## src/rtl/rs485_tx_pkg.sv

```systemverilog
package rs485_tx_pkg;
    typedef enum logic [1:0] {
        CTL_IDLE,
        CTL_FEED,
        CTL_DRAIN
    } ctl_state_t;

    typedef enum logic [1:0] {
        SH_IDLE,
        SH_START,
        SH_DATA,
        SH_STOP
    } sh_state_t;
endpackage

```

## src/rtl/rs485_ring.sv

```systemverilog
module rs485_ring #(
    parameter int DEPTH = 128,
    parameter int DW    = 8
) (
    input  logic                     clk,
    input  logic                     rst_n,
    input  logic                     wr_en,
    input  logic [DW-1:0]            wr_data,
    input  logic                     pop,
    input  logic                     clear,
    output logic [DW-1:0]            rd_data,
    output logic                     empty,
    output logic                     full,
    output logic [$clog2(DEPTH)-1:0] head,
    output logic [$clog2(DEPTH)-1:0] tail
);
    localparam int AW = $clog2(DEPTH);

    if ((DEPTH & (DEPTH - 1)) != 0 || DEPTH < 2) begin : g_depth_check
        $error("ring depth must be a power of two");
    end

    logic [DW-1:0] mem [DEPTH];
    logic [AW-1:0] head_q, tail_q;
    logic [AW-1:0] head_inc;
    logic          accept;

    // AW-bit arithmetic wraps modulo DEPTH on its own.
    assign head_inc = head_q + AW'(1);
    assign full     = (head_inc == tail_q);
    assign empty    = (head_q == tail_q);
    assign accept   = wr_en && (clear || !full);
    assign rd_data  = mem[tail_q];
    assign head     = head_q;
    assign tail     = tail_q;

    always_ff @(posedge clk) begin
        if (accept) begin
            mem[clear ? '0 : head_q] <= wr_data;
        end
    end

    always_ff @(posedge clk) begin
        if (!rst_n) begin
            head_q <= '0;
            tail_q <= '0;
        end else if (clear) begin
            // a write in the same cycle lands in slot 0
            head_q <= accept ? AW'(1) : '0;
            tail_q <= '0;
        end else begin
            if (accept) head_q <= head_inc;
            if (pop)    tail_q <= tail_q + AW'(1);
        end
    end
endmodule

```

## src/rtl/rs485_uart_tx.sv

```systemverilog
module rs485_uart_tx
    import rs485_tx_pkg::*;
#(
    parameter int CPB = 16,
    parameter int DW  = 8
) (
    input  logic          clk,
    input  logic          rst_n,
    input  logic          load,
    input  logic [DW-1:0] data,
    output logic          ready,
    output logic          tx
);
    localparam int CW = (CPB > 2) ? $clog2(CPB) : 1;
    localparam int BW = (DW > 2) ? $clog2(DW) : 1;
    localparam logic [CW-1:0] CNT_LAST = CW'(CPB - 1);
    localparam logic [BW-1:0] BIT_LAST = BW'(DW - 1);

    sh_state_t     state_q, state_d;
    logic [CW-1:0] cnt_q, cnt_d;
    logic [BW-1:0] bit_q, bit_d;
    logic [DW-1:0] sh_q, sh_d;
    logic          tick;

    assign tick = (cnt_q == CNT_LAST);

    always_comb begin
        state_d = state_q;
        cnt_d   = tick ? '0 : cnt_q + CW'(1);
        bit_d   = bit_q;
        sh_d    = sh_q;
        unique case (state_q)
            SH_IDLE: begin
                cnt_d = '0;
                if (load) begin
                    sh_d    = data;
                    bit_d   = '0;
                    state_d = SH_START;
                end
            end
            SH_START: begin
                if (tick) state_d = SH_DATA;
            end
            SH_DATA: begin
                if (tick) begin
                    sh_d = sh_q >> 1;
                    if (bit_q == BIT_LAST) state_d = SH_STOP;
                    else                   bit_d   = bit_q + BW'(1);
                end
            end
            SH_STOP: begin
                if (tick) state_d = SH_IDLE;
            end
        endcase
    end

    always_ff @(posedge clk) begin
        if (!rst_n) begin
            state_q <= SH_IDLE;
            cnt_q   <= '0;
            bit_q   <= '0;
            sh_q    <= '0;
        end else begin
            state_q <= state_d;
            cnt_q   <= cnt_d;
            bit_q   <= bit_d;
            sh_q    <= sh_d;
        end
    end

    always_comb begin
        ready = 1'b0;
        tx    = 1'b1;
        unique case (state_q)
            SH_IDLE:  ready = 1'b1;
            SH_START: tx    = 1'b0;
            SH_DATA:  tx    = sh_q[0];
            SH_STOP:  tx    = 1'b1;
        endcase
    end
endmodule

```

## src/rtl/rs485_de_ctrl.sv

```systemverilog
module rs485_de_ctrl
    import rs485_tx_pkg::*;
(
    input  logic clk,
    input  logic rst_n,
    input  logic start,
    input  logic ring_empty,
    input  logic sh_ready,
    output logic pop_load,
    output logic clear,
    output logic drv_en,
    output logic busy
);
    ctl_state_t state_q, state_d;

    always_comb begin
        state_d = state_q;
        unique case (state_q)
            CTL_IDLE:  if (start)      state_d = CTL_FEED;
            CTL_FEED:  if (ring_empty) state_d = CTL_DRAIN;
            CTL_DRAIN: if (sh_ready)   state_d = CTL_IDLE;
            default:                   state_d = CTL_IDLE;
        endcase
    end

    always_ff @(posedge clk) begin
        if (!rst_n) state_q <= CTL_IDLE;
        else        state_q <= state_d;
    end

    always_comb begin
        pop_load = 1'b0;
        clear    = 1'b0;
        drv_en   = 1'b1;
        unique case (state_q)
            CTL_IDLE:  drv_en   = 1'b0;
            CTL_FEED: begin
                pop_load = !ring_empty && sh_ready;
                clear    = ring_empty;
            end
            CTL_DRAIN: ;
            default:   drv_en   = 1'b0;
        endcase
        busy = drv_en;
    end
endmodule

```

## src/rtl/rs485_tx_ring.sv

```systemverilog
module rs485_tx_ring #(
    parameter int CLK_HZ = 50_000_000,
    parameter int BAUD   = 9600,
    parameter int DEPTH  = 128,
    parameter int DW     = 8
) (
    input  logic          clk,
    input  logic          rst_n,
    input  logic          wr_en,
    input  logic [DW-1:0] wr_data,
    input  logic          start,
    output logic          tx,
    output logic          drv_en,
    output logic          busy
);
    localparam int CPB = (CLK_HZ + BAUD / 2) / BAUD;
    localparam int AW  = $clog2(DEPTH);

    logic [DW-1:0] rd_data;
    logic          ring_empty, ring_full;
    logic [AW-1:0] head_ptr, tail_ptr;
    logic          pop_load, clear, sh_ready;

    rs485_ring #(.DEPTH(DEPTH), .DW(DW)) u_ring (
        .clk     (clk),
        .rst_n   (rst_n),
        .wr_en   (wr_en),
        .wr_data (wr_data),
        .pop     (pop_load),
        .clear   (clear),
        .rd_data (rd_data),
        .empty   (ring_empty),
        .full    (ring_full),
        .head    (head_ptr),
        .tail    (tail_ptr)
    );

    rs485_uart_tx #(.CPB(CPB), .DW(DW)) u_shift (
        .clk   (clk),
        .rst_n (rst_n),
        .load  (pop_load),
        .data  (rd_data),
        .ready (sh_ready),
        .tx    (tx)
    );

    rs485_de_ctrl u_ctrl (
        .clk        (clk),
        .rst_n      (rst_n),
        .start      (start),
        .ring_empty (ring_empty),
        .sh_ready   (sh_ready),
        .pop_load   (pop_load),
        .clear      (clear),
        .drv_en     (drv_en),
        .busy       (busy)
    );
endmodule

```

## config.mk

```make
export PLATFORM = sky130hd
export DESIGN_NAME = rs485_tx_ring
export DESIGN_NICKNAME = d
export VERILOG_FILES = /design/src/rtl/rs485_tx_pkg.sv /design/src/rtl/rs485_ring.sv /design/src/rtl/rs485_uart_tx.sv /design/src/rtl/rs485_de_ctrl.sv /design/src/rtl/rs485_tx_ring.sv
export SDC_FILE = /design/constraint.sdc
export NUM_CORES = 1
export LEC_CHECK = 0
export BUFFER_PORTS_ARGS = -buffer_cell sky130_fd_sc_hd__buf_2
export CORE_MARGIN = 2
export CORE_UTILIZATION = 39
export CTS_CLUSTER_DIAMETER = 30
export DETAILED_ROUTE_END_ITERATION = 16
export MAX_ROUTING_LAYER = met4
export SYNTH_ARGS = -nofsm -noshare
export SYNTH_HDL_FRONTEND = slang
export SYNTH_SLANG_ARGS = --single-unit
```

## constraint.sdc

```tcl
create_clock -name clk -period 5.8 [get_ports clk]
set_input_delay 1.16 -clock clk [delete_from_list [all_inputs] [get_ports clk]]
set_output_delay 1.16 -clock clk [all_outputs]
set_load 0.05 [all_outputs]
```

Word level (Yosys, flattened, before mapping)
Memories as Yosys holds them, arrays and structs flattened. A register that Yosys moved wholly into a read port is not among the register bits.
Index checks and enable logic that the tools add are counted.
{"block": "word_totals", "regBits": 42, "latchBits": 0, "ram_bits": 1024, "mem_bits_ro": 0, "inputBits": 12, "elab_cells": 77, "memories": 1}
{"memory": "u_ring.mem", "words": 128, "width": 8, "read_ports": 1, "rd_ports_with_merged_regs": 1, "wr": 1, "line": "rs485_ring.sv:23", "text": "logic [DW-1:0] mem [DEPTH];"}
{"block": "op_classes", "addsub": 4, "mul": 0, "div": 0, "n_lt_le_gt_ge": 0, "n_eq_ne": 18, "shifts": 0, "n_mux": 30, "bitwise_logic": 1, "reduce_logical": 16}
{"operator": "$mux 7", "count": 5}
{"operator": "$mux 2", "count": 8}
{"operator": "$mux 8", "count": 2}
{"operator": "$pmux 8 s2", "count": 1}
{"operator": "$add 7x1->7 const B", "count": 2}
{"operator": "$eq 7x7->1", "count": 2}
{"operator": "$add 13x1->13 const B", "count": 1}
{"operator": "$eq 13x13->1 const B", "count": 1}
{"operator": "$ne 2x1->1 const B", "count": 6}
{"operator": "$mux 3", "count": 3}
{"operator": "$pmux 2 s4", "count": 1}
{"operator": "$mux 1", "count": 7}
{"operator": "$eq 2x2->1 const B", "count": 3}
{"operator": "$ne 2x2->1 const B", "count": 3}
{"operator": "$pmux 2 s3", "count": 1}
{"operator": "$pmux 3 s2", "count": 1}
{"operator": "$reduce_and 3->1", "count": 2}
{"operator": "$reduce_and 5->1", "count": 1}
{"operator": "$eq 2x1->1 const B", "count": 2}
{"operator": "$logic_not 2->1", "count": 2}
{"operator": "$reduce_and 4->1", "count": 1}
{"operator": "$reduce_bool 2->1", "count": 2}
{"operator": "$reduce_or 2->1", "count": 2}
{"operator": "$add 3x1->3 const B", "count": 1}
{"operator": "7 further kinds", "count": 9}

Longest topological paths before layout
{"block": "logic_depth", "word_depth": 7, "ltp_mapped": 11, "mapped_depth_nobuf": 8}

Modules after synthesis
A second synthesis with hierarchy kept.
{"block": "hier_totals", "cells_unflattened": 1938, "hier_area_um2": 41975.3}
{"module": "rs485_ring", "instances": 1, "cells_per_inst": 1770, "area_per_inst_um2": 40451.3, "seq_area_each_um2": 31169.9}
{"module": "rs485_uart_tx", "instances": 1, "cells_per_inst": 148, "area_per_inst_um2": 1360.1, "seq_area_each_um2": 520.5}
{"module": "rs485_de_ctrl", "instances": 1, "cells_per_inst": 20, "area_per_inst_um2": 163.9, "seq_area_each_um2": 40.0}

Least setup slack after synthesis
OpenSTA, ideal clock, no wires.
{"block": "synth_path", "path_type": "register -> output", "startpoint": "register u_shift.state_q[0]", "endpoint": "output port tx", "t_arrival_ps": 1646, "path_slack_ps": 2994, "stages_incl_launch_ff": 5, "path_buffers": 0, "path_cell_list": "dfxtp_1 -> inv_1 -> ha_1 -> inv_1 -> mux2i_1"}
{"block": "synth_between", "elab_chain_cells": 2, "elab_cells_between_ends": 3}
{"element": "start: declaration", "line": "rs485_uart_tx.sv:19", "text": "sh_state_t state_q, state_d;"}
{"element": "start signal: assignment", "line": "rs485_uart_tx.sv:64", "text": "state_q <= state_d;"}
{"element": "$eq 2x2->1 / $eq 2x1->1 (equally long branches)", "line": "rs485_uart_tx.sv:74", "text": "unique case (state_q)"}
{"element": "$pmux 1 s2 (*)", "line": "rs485_uart_tx.sv:74"}
{"element": "end: declaration", "line": "rs485_tx_ring.sv:12", "text": "output logic tx,"}
Every way passes the cells marked *; elsewhere a longest branch is shown, timed or not.

Final worst setup path
{"block": "layout_path", "startpoint": "register u_ring.head_q[0] (netlist: u_ring.head[0])", "endpoint": "memory u_ring.mem[74][6], enable pin"}
{"block": "layout_between", "elab_chain_cells": 7, "elab_cells_between_ends": 10}
{"element": "start: declaration", "line": "rs485_ring.sv:24", "text": "logic [AW-1:0] head_q, tail_q;"}
{"element": "start signal: assignment", "line": "rs485_ring.sv:49", "text": "head_q <= accept ? AW'(1) : '0;"}
{"element": "start signal: assignment", "line": "rs485_ring.sv:52", "text": "if (accept) head_q <= head_inc;"}
{"element": "$add 7x1->7", "line": "rs485_ring.sv:29", "text": "assign head_inc = head_q + AW'(1);"}
{"element": "$eq 7x7->1", "line": "rs485_ring.sv:30", "text": "assign full = (head_inc == tail_q);"}
{"element": "$logic_not 1->1", "line": "rs485_ring.sv:32", "text": "assign accept = wr_en && (clear || !full);"}
{"element": "$logic_or 1x1->1", "line": "rs485_ring.sv:32"}
{"element": "$logic_and 1x1->1", "line": "rs485_ring.sv:32"}
{"element": "$mux 1", "line": "rs485_ring.sv:38", "text": "if (accept) begin"}
{"element": "$mux 1", "line": "rs485_ring.sv:39", "text": "mem[clear ? '0 : head_q] <= wr_data;"}
{"element": "end: declaration", "line": "rs485_ring.sv:23"}
Several ways; a longest one is shown, not always the timed one.

==> metrics.md <==
| Metric | Value |
|---|---|
| Post-synth cell types | 76 |
| Combinational share of power | 7.0% |
| Number of H-tree levels | 4 |
| Synth async-reset ratio | 0% |
| Final worst slack | 1520 ps |
| First-pass GRT wire length | 166000 µm |
| Setup crit end kind | flip-flop |
| Setup-failing EPs final | 0 |
| Period utilization | 73.8% |
| Post CTS Setup Buffer Count | 0 |
| RePlAce Congestion | 0.886 |
| Sw Ratio | 24.1% |
| Post-Syn Area | 42700 µm² |
| CP delay by family, top | simple AND/OR/NAND/NOR gates |
| Drt pass-1 iters | 6 |
| Outcome | finished, final reports clean |
| Layout cells sized above 1 | 22.3% |
| Clock Sinks | 1073 |
| Slew Viols, Final | 0 |
| Initial DRC count | 2976 |
| Critical Path RT | 6190 ps |
| Hold crit path type | flip-flop to flip-flop |
| Ranking of synthesized cells by area | edfxtp_1 (72%), mux4_2 (9.4%), mux2i_1 (4.2%), dfxtp_1 (2.3%), nor2_1 (1.5%) |
| Syn avg cell area | 18.6 µm² |
| Synth Instances | 2302 |
| # rows | 121 |
| Max Freq | 234 MHz |
| Final ANT Viol Nets | 0 |
| Post-route setup TNS | 0 ps |
| Chip width | 335 µm |
| Count leader, synth | edfxtp_1 |
| Drt total wl | 114000 µm |
| Skew-Pair Late Insertion Delay | 780 ps |
| Final Hold Vio Count | 0 |
| Area grow syn2layout | 18.2% |
| Initial antenna violation count | 6 |
| Synth Warn # | 0 |
| Vias per cell | 5.80 |
| Cell Chain, Critical Path | ha_1 > nand3_2 > or3_1 > nand4_2 > o21a_1 > nand4b_4 > nor2_1 |
| Largest net degree at the start of global routing | 129 |
| Min Clock Period, post-route | 4280 ps |
| Hold Buf Count CTS | 0 |
| Measured slew at the worst slew-check pin | 1220 ps |
| Switch Pwr | 5.03 mW |
| Top-area cell type share of the netlist area | 72.0% |
| VDD IR max | 0.256 mV |
| Crit-path max cell delay | 830 ps |
| Slew HR | 18.1% |
| CP startpoint kind | flip-flop |
| Post-DP HPWL | 69000 µm |
| Core area | 109000 µm² |
| CTS tree | built |
| Clock skew | 28.7 ps |
| Setup CP Type | flip-flop to flip-flop |
| # nets final | 2436 |
| Clock tree buffer depth | 3 |
| List of most frequent post-synthesis cells | edfxtp_1 (1024), mux2i_1 (180), mux4_2 (178), nor2_1 (176), nand2_1 (80) |
| P_leak | 15.4 nW |
| Unrepaired setup endpoints after global routing | no |
| Internal power | 15.9 mW |
| Die height | 335 µm |
| Post-synth EDFFs | 1024 |
| Num ports | 15 |
| DRC viols | 0 |
| WL/cell | 28.7 µm |
| Clk pin slew, worst setup/hold paths | 50 ps |
| Max cap viols | 0 |
| Pre-CTS setup slack | 1580 ps |
| Die area | 112000 µm² |
| Critical path buffers and inverters | 0 |
| Seq pwr share | 41.4% |
| Number of global-route vias before repair | 23100 |
| Crit-path slowest cell | nor2_1 |
| Number of port buffers | 14 |
| Seq/Total Area, Yosys | 74.3% |
| GRT Overall Usage | 21.0% |
| Clk pwr share | 51.6% |
| Worst path arrival time | 4670 ps |
| Gr ovfl total | 0 |
| Maximum fanout along the worst path | 16 |
| PwrDens | 414 nW/µm² |
| # resized after CTS | 0 |
| Vias | 23200 |
| Yosys reg bits | 1073 |
| Starting Density | 39.3% |
| Syn Nets | 2326 |
| Root Buffer | clkbuf_16 |
| Main synth FF type | edfxtp_1 |
| TritonCTS Buffers | 186 |
| Area leader, netlist | edfxtp_1 |
==> cells in the final DEF, fill, tap and decap left out, drive strengths merged, types with 5 or more instances in the layout <==
master,synthesis,final
a2111oi,6,6
a211oi,7,7
a21boi,6,6
a21oi,47,47
a221oi,8,8
a22oi,32,32
a31oi,6,6
and2,6,6
and3,8,8
buf,97,51
bufinv,0,16
clkbuf,32,201
clkinv,1,75
clkinvlp,0,25
dfxtp,49,49
edfxtp,1024,1024
ha,12,12
inv,20,53
mux2,10,10
mux2i,180,180
mux4,178,178
nand2,81,81
nand2b,9,9
nand3,42,42
nand3b,5,5
nand4,24,24
nor2,177,177
nor2b,23,23
nor3,19,19
o211ai,10,10
o21ai,22,22
o221ai,31,31
o22ai,37,37
o31ai,6,6
or3,6,6
xnor2,19,19
xor2,9,9
==> path summary, 6_finish.rpt <==
check	slack [ps]	end	start	depth (start not counted)
worst min register to register	470	u_shift.bit_q[1]	u_shift.bit_q[1]	2
worst max-delay path	1520	u_ring.mem[74][6]	u_ring.head[0]	7
worst min-delay path	470	u_shift.bit_q[1]	u_shift.bit_q[1]	2
worst max register to register	1520	u_ring.mem[74][6]	u_ring.head[0]	7
==> power by group through the flow <==
stage	Clock [mW]	Combinational (mW)	Sequential (mW)
CTS	10.9	1.47	8.65
global route	11.2	1.55	8.65
finish	10.8	1.46	8.65
detailed placement	0	1.47	8.80
floorplan	0	1.04	8.73
global placement	0	1.45	8.79
==> flip-flops by register name, summed over array words and instances (netlist names), named ones only <==
signal,cells
u_shift.bit_q,3
u_shift.sh_q,8
u_ring.mem,1024
u_ctrl.state_q,2
u_ring.head,7
u_shift.state_q,2
u_shift.cnt_q,13
u_ring.tail,7
==> metal layers <==
layer	GRT usage (%)	wire, µm	vias to the layer above
met3	4.29	10100	194
met4	6.53	2980	0
met1	29.5	48400	12100
li1	-	-	9638
met5	-	0	-
met2	31.0	52900	1264
==> through the flow <==
step | area [µm²] | power [mW] | instances | hold WS [ps] | utilization (%)
floorplan | 42700 | 9.77 | 2302 | 431 | -
global placement | 44200 | 10.2 | 3638 | 445 | 40.6
detailed placement | 44200 | 10.3 | 3638 | 462 | 40.6
CTS | 50500 | 21.0 | 3987 | 470 | 46.4
global route | 50500 | 21.5 | 3989 | 490 | 46.4
finish | 50500 | 20.9 | 3989 | 469 | 46.4
==> worst register-to-register path: stages (launching register included) <==
cell	delay, ps
dfxtp_1	640
ha_1	330
nand3_2	160
or3_1	400
nand4_2	130
o21a_1	620
nand4b_4	770
nor2_1	850
==> layout make-up <==
| type | instances | area (µm²) |
|---|---|---|
| Clock buffer | 201 | 4750 |
| Tap cell | 1414 | 1770 |
| Clock inverter | 148 | 1570 |
| Sequential cell | 1073 | 31700 |
| Inverter | 21 | 78.8 |
| Fill cell | 8916 | 58200 |
| Timing Repair Buffer | 51 | 422 |
| Multi-Input combinational cell | 1079 | 10100 |
| Antenna cell | 2 | 5.00 |
==> cell families after synthesis <==
family | share of synthesized area [%]
adder cells (fa/ha/maj) | 0.351
flip-flops | 74.3
AO/OA/AOI/OAI | 3.97
AND/OR/NAND/NOR | 4.95
XOR/XNOR | 0.574
multiplexers | 13.9
buffers and inverters | 2.02
Note: power is estimated with default switching activity, not from simulation.
